### config.mk
export PLATFORM = sky130hd
export DESIGN_NAME = spi_pixel_cmd
export DESIGN_NICKNAME = d
export VERILOG_FILES = /design/src/rtl/spix_pkg.sv /design/src/rtl/spix_spi_shifter.sv /design/src/rtl/spix_cmd_fsm.sv /design/src/rtl/spix_word_packer.sv /design/src/rtl/spi_pixel_cmd.sv
export SDC_FILE = /design/constraint.sdc
export NUM_CORES = 1
export LEC_CHECK = 0
export BUFFER_PORTS_ARGS = -buffer_cell sky130_fd_sc_hd__buf_2
export CELL_PAD_IN_SITES_DETAIL_PLACEMENT = 1
export CELL_PAD_IN_SITES_GLOBAL_PLACEMENT = 2
export CORE_ASPECT_RATIO = 1.75
export CORE_MARGIN = 2
export CORE_UTILIZATION = 41
export CTS_CLUSTER_DIAMETER = 40
export CTS_CLUSTER_SIZE = 20
export DETAILED_ROUTE_END_ITERATION = 8
export GPL_TIMING_DRIVEN = 0
export PLACE_DENSITY_LB_ADDON = 0.08
export SYNTH_ARGS = -nofsm -noshare
export SYNTH_HDL_FRONTEND = slang
export SYNTH_HIERARCHICAL = 1
export SYNTH_SLANG_ARGS = --single-unit
### constraint.sdc
create_clock -name clk_i -period 5.1 [get_ports clk_i]
set_input_delay 1.275 -clock clk_i [delete_from_list [all_inputs] [get_ports clk_i]]
set_output_delay 1.275 -clock clk_i [all_outputs]
set_load 0.005 [all_outputs]
### src/rtl/spix_pkg.sv
package spix_pkg;
  localparam int BYTE_W = 8;

  localparam logic [7:0] CMD_ID     = 8'hF0;
  localparam logic [7:0] CMD_REV    = 8'hF1;
  localparam logic [7:0] CMD_RD     = 8'h00;
  localparam logic [7:0] CMD_WR     = 8'h01;
  localparam logic [7:0] CMD_LD_RGB = 8'h04;
  localparam logic [7:0] CMD_LD_CD  = 8'h07;

  typedef enum logic [1:0] {
    TAG_RGB  = 2'b00,
    TAG_WRGB = 2'b01,
    TAG_RCYC = 2'b10,
    TAG_RCOD = 2'b11
  } tag_e;

  typedef enum logic [3:0] {
    ST_CMD, ST_ID_DUMMY, ST_ID_DATA, ST_RD_ADDR, ST_RD_DUMMY,
    ST_RD_DATA, ST_WR_ADDR, ST_WR_DATA, ST_LOAD, ST_IGNORE
  } dec_state_e;
endpackage

### src/rtl/spix_spi_shifter.sv
module spix_spi_shifter
  import spix_pkg::*;
#(
  parameter int SYNC_STAGES = 2
) (
  input  logic              clk_i,
  input  logic              rst_ni,
  input  logic              sclk_i,
  input  logic              csn_i,
  input  logic              mosi_i,
  input  logic [BYTE_W-1:0] tx_byte_i,
  output logic              miso_o,
  output logic              rx_valid_o,
  output logic [BYTE_W-1:0] rx_byte_o,
  output logic              idle_o
);
  localparam int CNT_W = $clog2(BYTE_W);

  logic [SYNC_STAGES-1:0] sclk_sync, csn_sync, mosi_sync;
  logic sclk_d, csn_d;
  logic [CNT_W-1:0] bit_cnt;
  logic [BYTE_W-1:0] rx_shift, tx_shift;

  wire sclk_s = sclk_sync[SYNC_STAGES-1];
  wire csn_s  = csn_sync[SYNC_STAGES-1];
  wire mosi_s = mosi_sync[SYNC_STAGES-1];
  wire sclk_rise = sclk_s & ~sclk_d;
  wire sclk_fall = ~sclk_s & sclk_d;
  wire [BYTE_W-1:0] rx_next = {rx_shift[BYTE_W-2:0], mosi_s};

  always_ff @(posedge clk_i or negedge rst_ni) begin
    if (!rst_ni) begin
      sclk_sync  <= '0;
      csn_sync   <= '1;
      mosi_sync  <= '0;
      sclk_d     <= 1'b0;
      csn_d      <= 1'b1;
      bit_cnt    <= '0;
      rx_shift   <= '0;
      tx_shift   <= '0;
      rx_valid_o <= 1'b0;
      rx_byte_o  <= '0;
    end else begin
      sclk_sync  <= {sclk_sync[SYNC_STAGES-2:0], sclk_i};
      csn_sync   <= {csn_sync[SYNC_STAGES-2:0], csn_i};
      mosi_sync  <= {mosi_sync[SYNC_STAGES-2:0], mosi_i};
      sclk_d     <= sclk_s;
      csn_d      <= csn_s;
      rx_valid_o <= 1'b0;
      if (csn_s) begin
        bit_cnt <= '0;
      end else begin
        // first MISO bit must be ready before the first rising edge
        if (csn_d) tx_shift <= tx_byte_i;
        else if (sclk_fall)
          tx_shift <= (bit_cnt == '0) ? tx_byte_i : {tx_shift[BYTE_W-2:0], 1'b0};
        if (sclk_rise) begin
          rx_shift <= rx_next;
          bit_cnt  <= bit_cnt + 1'b1;
          if (bit_cnt == CNT_W'(BYTE_W-1)) begin
            rx_valid_o <= 1'b1;
            rx_byte_o  <= rx_next;
          end
        end
      end
    end
  end

  assign miso_o = tx_shift[BYTE_W-1];
  assign idle_o = csn_s;

  p_idle_clears_cnt_r8: assert property (@(posedge clk_i) disable iff (!rst_ni)
    idle_o |=> (bit_cnt == '0));
  p_rx_single_r11: assert property (@(posedge clk_i) disable iff (!rst_ni)
    rx_valid_o |=> !rx_valid_o);
endmodule

### src/rtl/spix_cmd_fsm.sv
module spix_cmd_fsm
  import spix_pkg::*;
#(
  parameter int          ADDR_W = 8,
  parameter logic [7:0]  HW_ID  = 8'hA7,
  parameter logic [7:0]  REV_ID = 8'h03
) (
  input  logic              clk_i,
  input  logic              rst_ni,
  input  logic              idle_i,
  input  logic              byte_valid_i,
  input  logic [BYTE_W-1:0] byte_i,
  input  logic [BYTE_W-1:0] reg_rdata_i,
  input  logic [BYTE_W-1:0] status_i,
  output logic [BYTE_W-1:0] tx_byte_o,
  output logic [ADDR_W-1:0] reg_addr_o,
  output logic              reg_wr_o,
  output logic [BYTE_W-1:0] reg_wdata_o,
  output logic              load_valid_o,
  output tag_e              load_tag_o
);
  dec_state_e state;
  logic       id_sel;

  always_ff @(posedge clk_i or negedge rst_ni) begin
    if (!rst_ni) begin
      state      <= ST_CMD;
      id_sel     <= 1'b0;
      reg_addr_o <= '0;
      load_tag_o <= TAG_RGB;
    end else if (idle_i) begin
      state <= ST_CMD;
    end else if (byte_valid_i) begin
      unique case (state)
        ST_CMD: begin
          if (byte_i == CMD_ID || byte_i == CMD_REV) begin
            state  <= ST_ID_DUMMY;
            id_sel <= byte_i[0];
          end else if (byte_i == CMD_RD) begin
            state <= ST_RD_ADDR;
          end else if (byte_i == CMD_WR) begin
            state <= ST_WR_ADDR;
          end else if (byte_i >= CMD_LD_RGB && byte_i <= CMD_LD_CD) begin
            state      <= ST_LOAD;
            load_tag_o <= tag_e'(byte_i[1:0]);
          end else begin
            state <= ST_IGNORE;
          end
        end
        ST_ID_DUMMY: state <= ST_ID_DATA;
        ST_ID_DATA:  state <= ST_IGNORE;
        ST_RD_ADDR: begin
          reg_addr_o <= byte_i[ADDR_W-1:0];
          state      <= ST_RD_DUMMY;
        end
        ST_RD_DUMMY: state <= ST_RD_DATA;
        ST_RD_DATA:  reg_addr_o <= reg_addr_o + 1'b1;
        ST_WR_ADDR: begin
          reg_addr_o <= byte_i[ADDR_W-1:0];
          state      <= ST_WR_DATA;
        end
        ST_WR_DATA:  reg_addr_o <= reg_addr_o + 1'b1;
        default:     state <= state;
      endcase
    end
  end

  always_comb begin
    unique case (state)
      ST_ID_DATA: tx_byte_o = id_sel ? REV_ID : HW_ID;
      ST_RD_DATA: tx_byte_o = reg_rdata_i;
      ST_LOAD:    tx_byte_o = status_i;
      default:    tx_byte_o = '0;
    endcase
  end

  assign reg_wr_o     = byte_valid_i && (state == ST_WR_DATA);
  assign reg_wdata_o  = byte_i;
  assign load_valid_o = byte_valid_i && (state == ST_LOAD);

  p_wr_in_frame_r3: assert property (@(posedge clk_i) disable iff (!rst_ni)
    reg_wr_o |-> !idle_i);
  p_wr_addr_step_r3: assert property (@(posedge clk_i) disable iff (!rst_ni)
    reg_wr_o |=> (reg_addr_o == $past(reg_addr_o) + 1'b1));
endmodule

### src/rtl/spix_word_packer.sv
module spix_word_packer
  import spix_pkg::*;
#(
  parameter int PAYLOAD_W = 32
) (
  input  logic                 clk_i,
  input  logic                 rst_ni,
  input  logic                 clear_i,
  input  logic                 byte_valid_i,
  input  logic [BYTE_W-1:0]    byte_i,
  input  tag_e                 tag_i,
  input  logic                 fifo_full_i,
  output logic                 push_o,
  output logic [PAYLOAD_W+1:0] word_o,
  output logic                 overflow_o
);
  localparam int BYTES = PAYLOAD_W / BYTE_W;
  localparam int CNT_W = $clog2(BYTES);
  localparam int RGB_W = 3 * BYTE_W;

  logic [PAYLOAD_W-1:0] acc;
  logic [CNT_W-1:0]     cnt;
  logic                 req_q;

  wire [PAYLOAD_W-1:0] acc_next = {acc[PAYLOAD_W-BYTE_W-1:0], byte_i};
  wire [CNT_W-1:0]     last_idx = (tag_i == TAG_WRGB) ? CNT_W'(BYTES-1) : CNT_W'(2);

  always_ff @(posedge clk_i or negedge rst_ni) begin
    if (!rst_ni) begin
      acc    <= '0;
      cnt    <= '0;
      req_q  <= 1'b0;
      word_o <= '0;
    end else begin
      req_q <= 1'b0;
      if (clear_i) begin
        cnt <= '0;
      end else if (byte_valid_i) begin
        if (tag_i[1]) begin
          word_o <= {tag_i, {PAYLOAD_W{1'b0}}};
          req_q  <= 1'b1;
          cnt    <= '0;
        end else if (cnt == last_idx) begin
          word_o <= (tag_i == TAG_WRGB) ? {tag_i, acc_next}
                  : {tag_i, {(PAYLOAD_W-RGB_W){1'b0}}, acc_next[RGB_W-1:0]};
          req_q  <= 1'b1;
          cnt    <= '0;
        end else begin
          acc <= acc_next;
          cnt <= cnt + 1'b1;
        end
      end
    end
  end

  assign push_o     = req_q & ~fifo_full_i;
  assign overflow_o = req_q & fifo_full_i;

  p_reset_word_zero_r7: assert property (@(posedge clk_i) disable iff (!rst_ni)
    (push_o && word_o[PAYLOAD_W+1]) |-> (word_o[PAYLOAD_W-1:0] == '0));
  p_push_single_r5: assert property (@(posedge clk_i) disable iff (!rst_ni)
    push_o |=> !push_o);
  p_ovf_single_r9: assert property (@(posedge clk_i) disable iff (!rst_ni)
    overflow_o |=> !overflow_o);
endmodule

### src/rtl/spi_pixel_cmd.sv
module spi_pixel_cmd
  import spix_pkg::*;
#(
  parameter int         ADDR_W      = 8,
  parameter int         PAYLOAD_W   = 32,
  parameter int         SYNC_STAGES = 2,
  parameter logic [7:0] HW_ID       = 8'hA7,
  parameter logic [7:0] REV_ID      = 8'h03
) (
  input  logic                 clk_i,
  input  logic                 rst_ni,
  input  logic                 sclk_i,
  input  logic                 csn_i,
  input  logic                 mosi_i,
  output logic                 miso_o,
  output logic [ADDR_W-1:0]    reg_addr_o,
  output logic                 reg_wr_o,
  output logic [7:0]           reg_wdata_o,
  input  logic [7:0]           reg_rdata_i,
  input  logic [7:0]           status_i,
  output logic                 fifo_push_o,
  output logic [PAYLOAD_W+1:0] fifo_word_o,
  input  logic                 fifo_full_i,
  output logic                 overflow_o
);
  logic              idle, rx_valid, load_valid;
  logic [BYTE_W-1:0] rx_byte, tx_byte;
  tag_e              load_tag;

  spix_spi_shifter #(.SYNC_STAGES(SYNC_STAGES)) i_shifter (
    .clk_i, .rst_ni, .sclk_i, .csn_i, .mosi_i,
    .tx_byte_i (tx_byte),
    .miso_o,
    .rx_valid_o(rx_valid),
    .rx_byte_o (rx_byte),
    .idle_o    (idle)
  );

  spix_cmd_fsm #(.ADDR_W(ADDR_W), .HW_ID(HW_ID), .REV_ID(REV_ID)) i_fsm (
    .clk_i, .rst_ni,
    .idle_i      (idle),
    .byte_valid_i(rx_valid),
    .byte_i      (rx_byte),
    .reg_rdata_i,
    .status_i,
    .tx_byte_o   (tx_byte),
    .reg_addr_o,
    .reg_wr_o,
    .reg_wdata_o,
    .load_valid_o(load_valid),
    .load_tag_o  (load_tag)
  );

  spix_word_packer #(.PAYLOAD_W(PAYLOAD_W)) i_packer (
    .clk_i, .rst_ni,
    .clear_i     (idle),
    .byte_valid_i(load_valid),
    .byte_i      (rx_byte),
    .tag_i       (load_tag),
    .fifo_full_i,
    .push_o      (fifo_push_o),
    .word_o      (fifo_word_o),
    .overflow_o
  );

  p_no_wr_and_push_r10: assert property (@(posedge clk_i) disable iff (!rst_ni)
    !(reg_wr_o && fifo_push_o));
endmodule

==> reports/results.tsv <==
stage	metric	value	unit
layout	most frequent cells in the layout	dfrtp_1 (108), buf_2 (87), nand2_1 (32)	
clock_network	post_cts resized	0	
pwr	power density over the cells	288	mW/mm^2
layout	area occupied by multi-input gates	0.00204	mm^2
critical_path	Req. time, crit path	5330	ps
route	via/cell ratio	5.42	
synth	Compound-Gate Fraction of Synth Area	14.6	%
clock_network	TritonCTS buffer count	9	
critical_path	Setup crit start kind	flop	
placed_design	port bufs	75	
synth	#FFs+latches synth	111	
floorplanning	row cnt	53	
route	drt total wl	12.9	mm
sta	actual slew at the worst max-slew pin	650	ps
clock_network	clk root buf	clkbuf_16	
synth	Post-Syn Instances	420	
layout	commonest non-fill, non-tap cell in the layout	dfrtp_1	
route	metal3 WL	432	um
clock_network	Worst-Skew Late Latency	350	ps
pwr	Power, Total	1.72	mW
global_routing	vias in the first global route	3944	
floorplanning	core footprint	0.0120	mm^2
synth	post-synthesis adder-cell area fraction	0.989	%
worst_hold_path	Hold Path Stages	0	
route	Metal-1 WL	5.16	mm
layout	cell area after layout	0.00598	mm^2
route	highest routed layer	met4	
floorplanning	Starting Density	42.2	%
critical_path	reg-to-reg endpoint	i_packer/acc[18]$_DFFE_PN0P_	
floorplanning	num ports	76	
synth	number of synthesized flops with an enable pin	0	
clock_network	clk sink count	111	
global_routing	global-route wire length before repair	20.6	mm
route	# DRC	0	
flow_run	max-cap violation count	0	
synth	Main synth FF type	dfrtp_1	
sta	Fin Hold WS	349	ps
placed_design	GPL Wtd Cong	0.749	
clock_network	clk buf depth	2	
route	Avg WL per Cell	19.0	um
sta	Max Slew Vio Count	0	
sta	RSZ-0062 raised after global routing	false	
sta	Setup Skew	15.5	ps
clock_network	CTS tree	built	
placed_design	dpl hpwl	9.31	mm
synth	largest family of logic cells by synthesized area	compound AO/OA/AOI/OAI gates	
critical_path	Worst Reg-to-Reg Cells	9	
synth	post-synthesis sequential area ratio	54.9	%
sta	TNS Setup	0	ps
run_status	status	finished clean	
global_routing	GRT Util Overall	20.4	%
route	met2 routed WL	7.11	mm
synth	Synth Area in Simple Gates	12.4	%
layout	FILL cells	1303	
route	total number of vias	3666	
synth	Netlist cell types	61	
critical_path	critical path data arrival time	3350	ps
synth	asr flop ratio synth	100	%
synth	multiplexer area fraction after synthesis	11.5	%
synth	syn_nets	446	
layout	share of cells above drive strength 1	33.4	%
synth	XOR/XNOR share of the synthesized area	0.840	%
placed_design	pre-CTS WS	1990	ps
critical_path	Crit. End Element	flop	
synth	Syn. warnings	6	
route	First DRT Iteration DRCs	145	
global_routing	grt ovf	0	
critical_path	r2r setup slk	1980	ps
pwr	maximum VDD drop	0.000166	V
layout	P&R area growth vs syn	18.2	%
sta	Finish-stage setup viols	0	
floorplanning	die area	0.0133	mm^2
global_routing	largest net degree at the start of global routing	66	
clock_network	htree depth	3	
critical_path	CP startpoint	i_fsm/state[1]$_DFFE_PN0P_	
critical_path	crit path to	i_packer/acc[18]$_DFFE_PN0P_	
sta	slack of the critical path	1980	ps
critical_path	Reg-to-Reg Start	i_fsm/state[1]$_DFFE_PN0P_	
sta	fmax	0.320	GHz
critical_path	worst-path maximum fanout	10	
sta	min Tclk post-route	3120	ps
critical_path	Setup Crit Path Kind	flop to flop	
clock_network	setup bufs post-CTS	0	
layout	final net count	533	
placed_design	Post-DP Area	0.00567	mm^2
layout	FF/Latch Area	0.00278	mm^2
pwr	LEAKAGE	2.99	nW
synth	syn_area_per_cell	12.1	um^2
global_routing	initial antenna violation count	0	
floorplanning	chip height	151	um
route	ANT nets after route	0	
layout	antenna cell count	0	
clock_network	# hold bufs at CTS	0	
floorplanning	Die Span X	88.0	um
sta	Final period util	61.3	%
route	Pre-Repair DR Iteration Count	4	
sta	final hold viol count	0	
synth	Syn Std Cell Area	0.00506	mm^2
worst_hold_path	path category of the worst min-delay check	flop to flop	
sta	max-slew headroom at the worst pin	56.7	%
clock_network	clk slew on worst S/H paths	80	ps
[sequential cells by signal, summed over array words and instances (netlist names)]
name,count
i_shifter/rx_byte_o,8
i_fsm/load_tag_o,2
i_shifter/tx_shift,8
i_fsm/state,4
i_packer/req_q,1
i_packer/word_o,34
i_packer/cnt,2
i_shifter/sclk_sync,2
i_fsm/id_sel,1
i_shifter/bit_cnt,3
i_shifter/rx_shift,7
i_fsm/reg_addr_o,8
i_shifter/csn_sync,2
i_shifter/mosi_sync,2
i_shifter/csn_d,1
i_shifter/rx_valid_o,1
i_packer/acc,24
i_shifter/sclk_d,1
[layer usage]
layer,GRT usage (%),up-vias
met1,24.2,1882
li1,-,1702
met5,0,-
met2,37.3,71
met4,6.46,0
met3,2.89,11
[power by group]
group          leakage, nW  internal (mW)  switching [mW]
registers             1.52          0.907          0.0203
clock network        0.146          0.391           0.342
logic                 1.32         0.0324          0.0327
total                 2.99           1.33           0.395
[worst max-delay path: stages, from the launching register on]
cell,delay [ps]
dfrtp_1,380
buf_2,180
nor2_1,220
and3_1,180
clkbuf_1,280
and2_1,320
nor3b_4,490
a21boi_4,410
buf_6,200
mux2_2,350
[cell type report]
class / count / area share [%]
well taps: 165 / 3.45
clock buffers: 10 / 3.83
repair buffers: 76 / 6.78
flip-flops and latches: 111 / 46.5
clock inverters: 6 / 1.34
inverters: 8 / 0.502
plain buffers: 33 / 3.49
multi-input cells: 268 / 34.1
[through the flow]
stage	instances	utilization (%)
2_1_floorplan	420	-
3_3_place_gp	660	47.0
3_5_place_dp	661	47.3
4_1_cts	677	49.8
5_1_grt	677	49.8
6_report	677	49.8
[how the worst min path moves through the flow]
| stage | startpoint | endpoint | slack, ps |
|---|---|---|---|
| final | i_shifter/mosi_sync[0]$_DFF_PN0_ | i_shifter/mosi_sync[1]$_DFF_PN0_ | 350 |
| after global routing | i_shifter/mosi_sync[0]$_DFF_PN0_ | i_shifter/mosi_sync[1]$_DFF_PN0_ | 360 |
| after CTS | i_shifter/mosi_sync[0]$_DFF_PN0_ | i_shifter/mosi_sync[1]$_DFF_PN0_ | 350 |
| after detailed placement | i_shifter/mosi_sync[0]$_DFF_PN0_ | i_shifter/mosi_sync[1]$_DFF_PN0_ | 340 |
| after global placement | i_shifter/mosi_sync[0]$_DFF_PN0_ | i_shifter/mosi_sync[1]$_DFF_PN0_ | 330 |
| after floorplan | i_shifter/mosi_sync[0]$_DFF_PN0_ | i_shifter/mosi_sync[1]$_DFF_PN0_ | 330 |
[synth_stat cells (5+ instances only)]
library cell  number  area [um^2]
dfrtp_1          108         2700
nand2_1           32          120
mux2_2            30          338
o21ai_0           25          125
a32o_1            24          240
nor2_1            18         67.6
a21oi_1           13         65.1
buf_2             13         65.1
nor2b_1           11         68.8
a32oi_1           10         87.6
nand3_1            9         45.0
buf_4              8         60.1
clkbuf_1           8         30.0
inv_1              8         30.0
mux2_4             8          120
mux2i_1            8         80.1
and3_1             5         31.3
nor3_1             5         25.0
[kinds of logic after synthesis]
family,Yosys count
xor+xnor,4
fa+ha+maj,4
compound gates,98
flops,111
buf+inv,41
simple gates,112
mux,50
(Power assumes the default switching activity.)
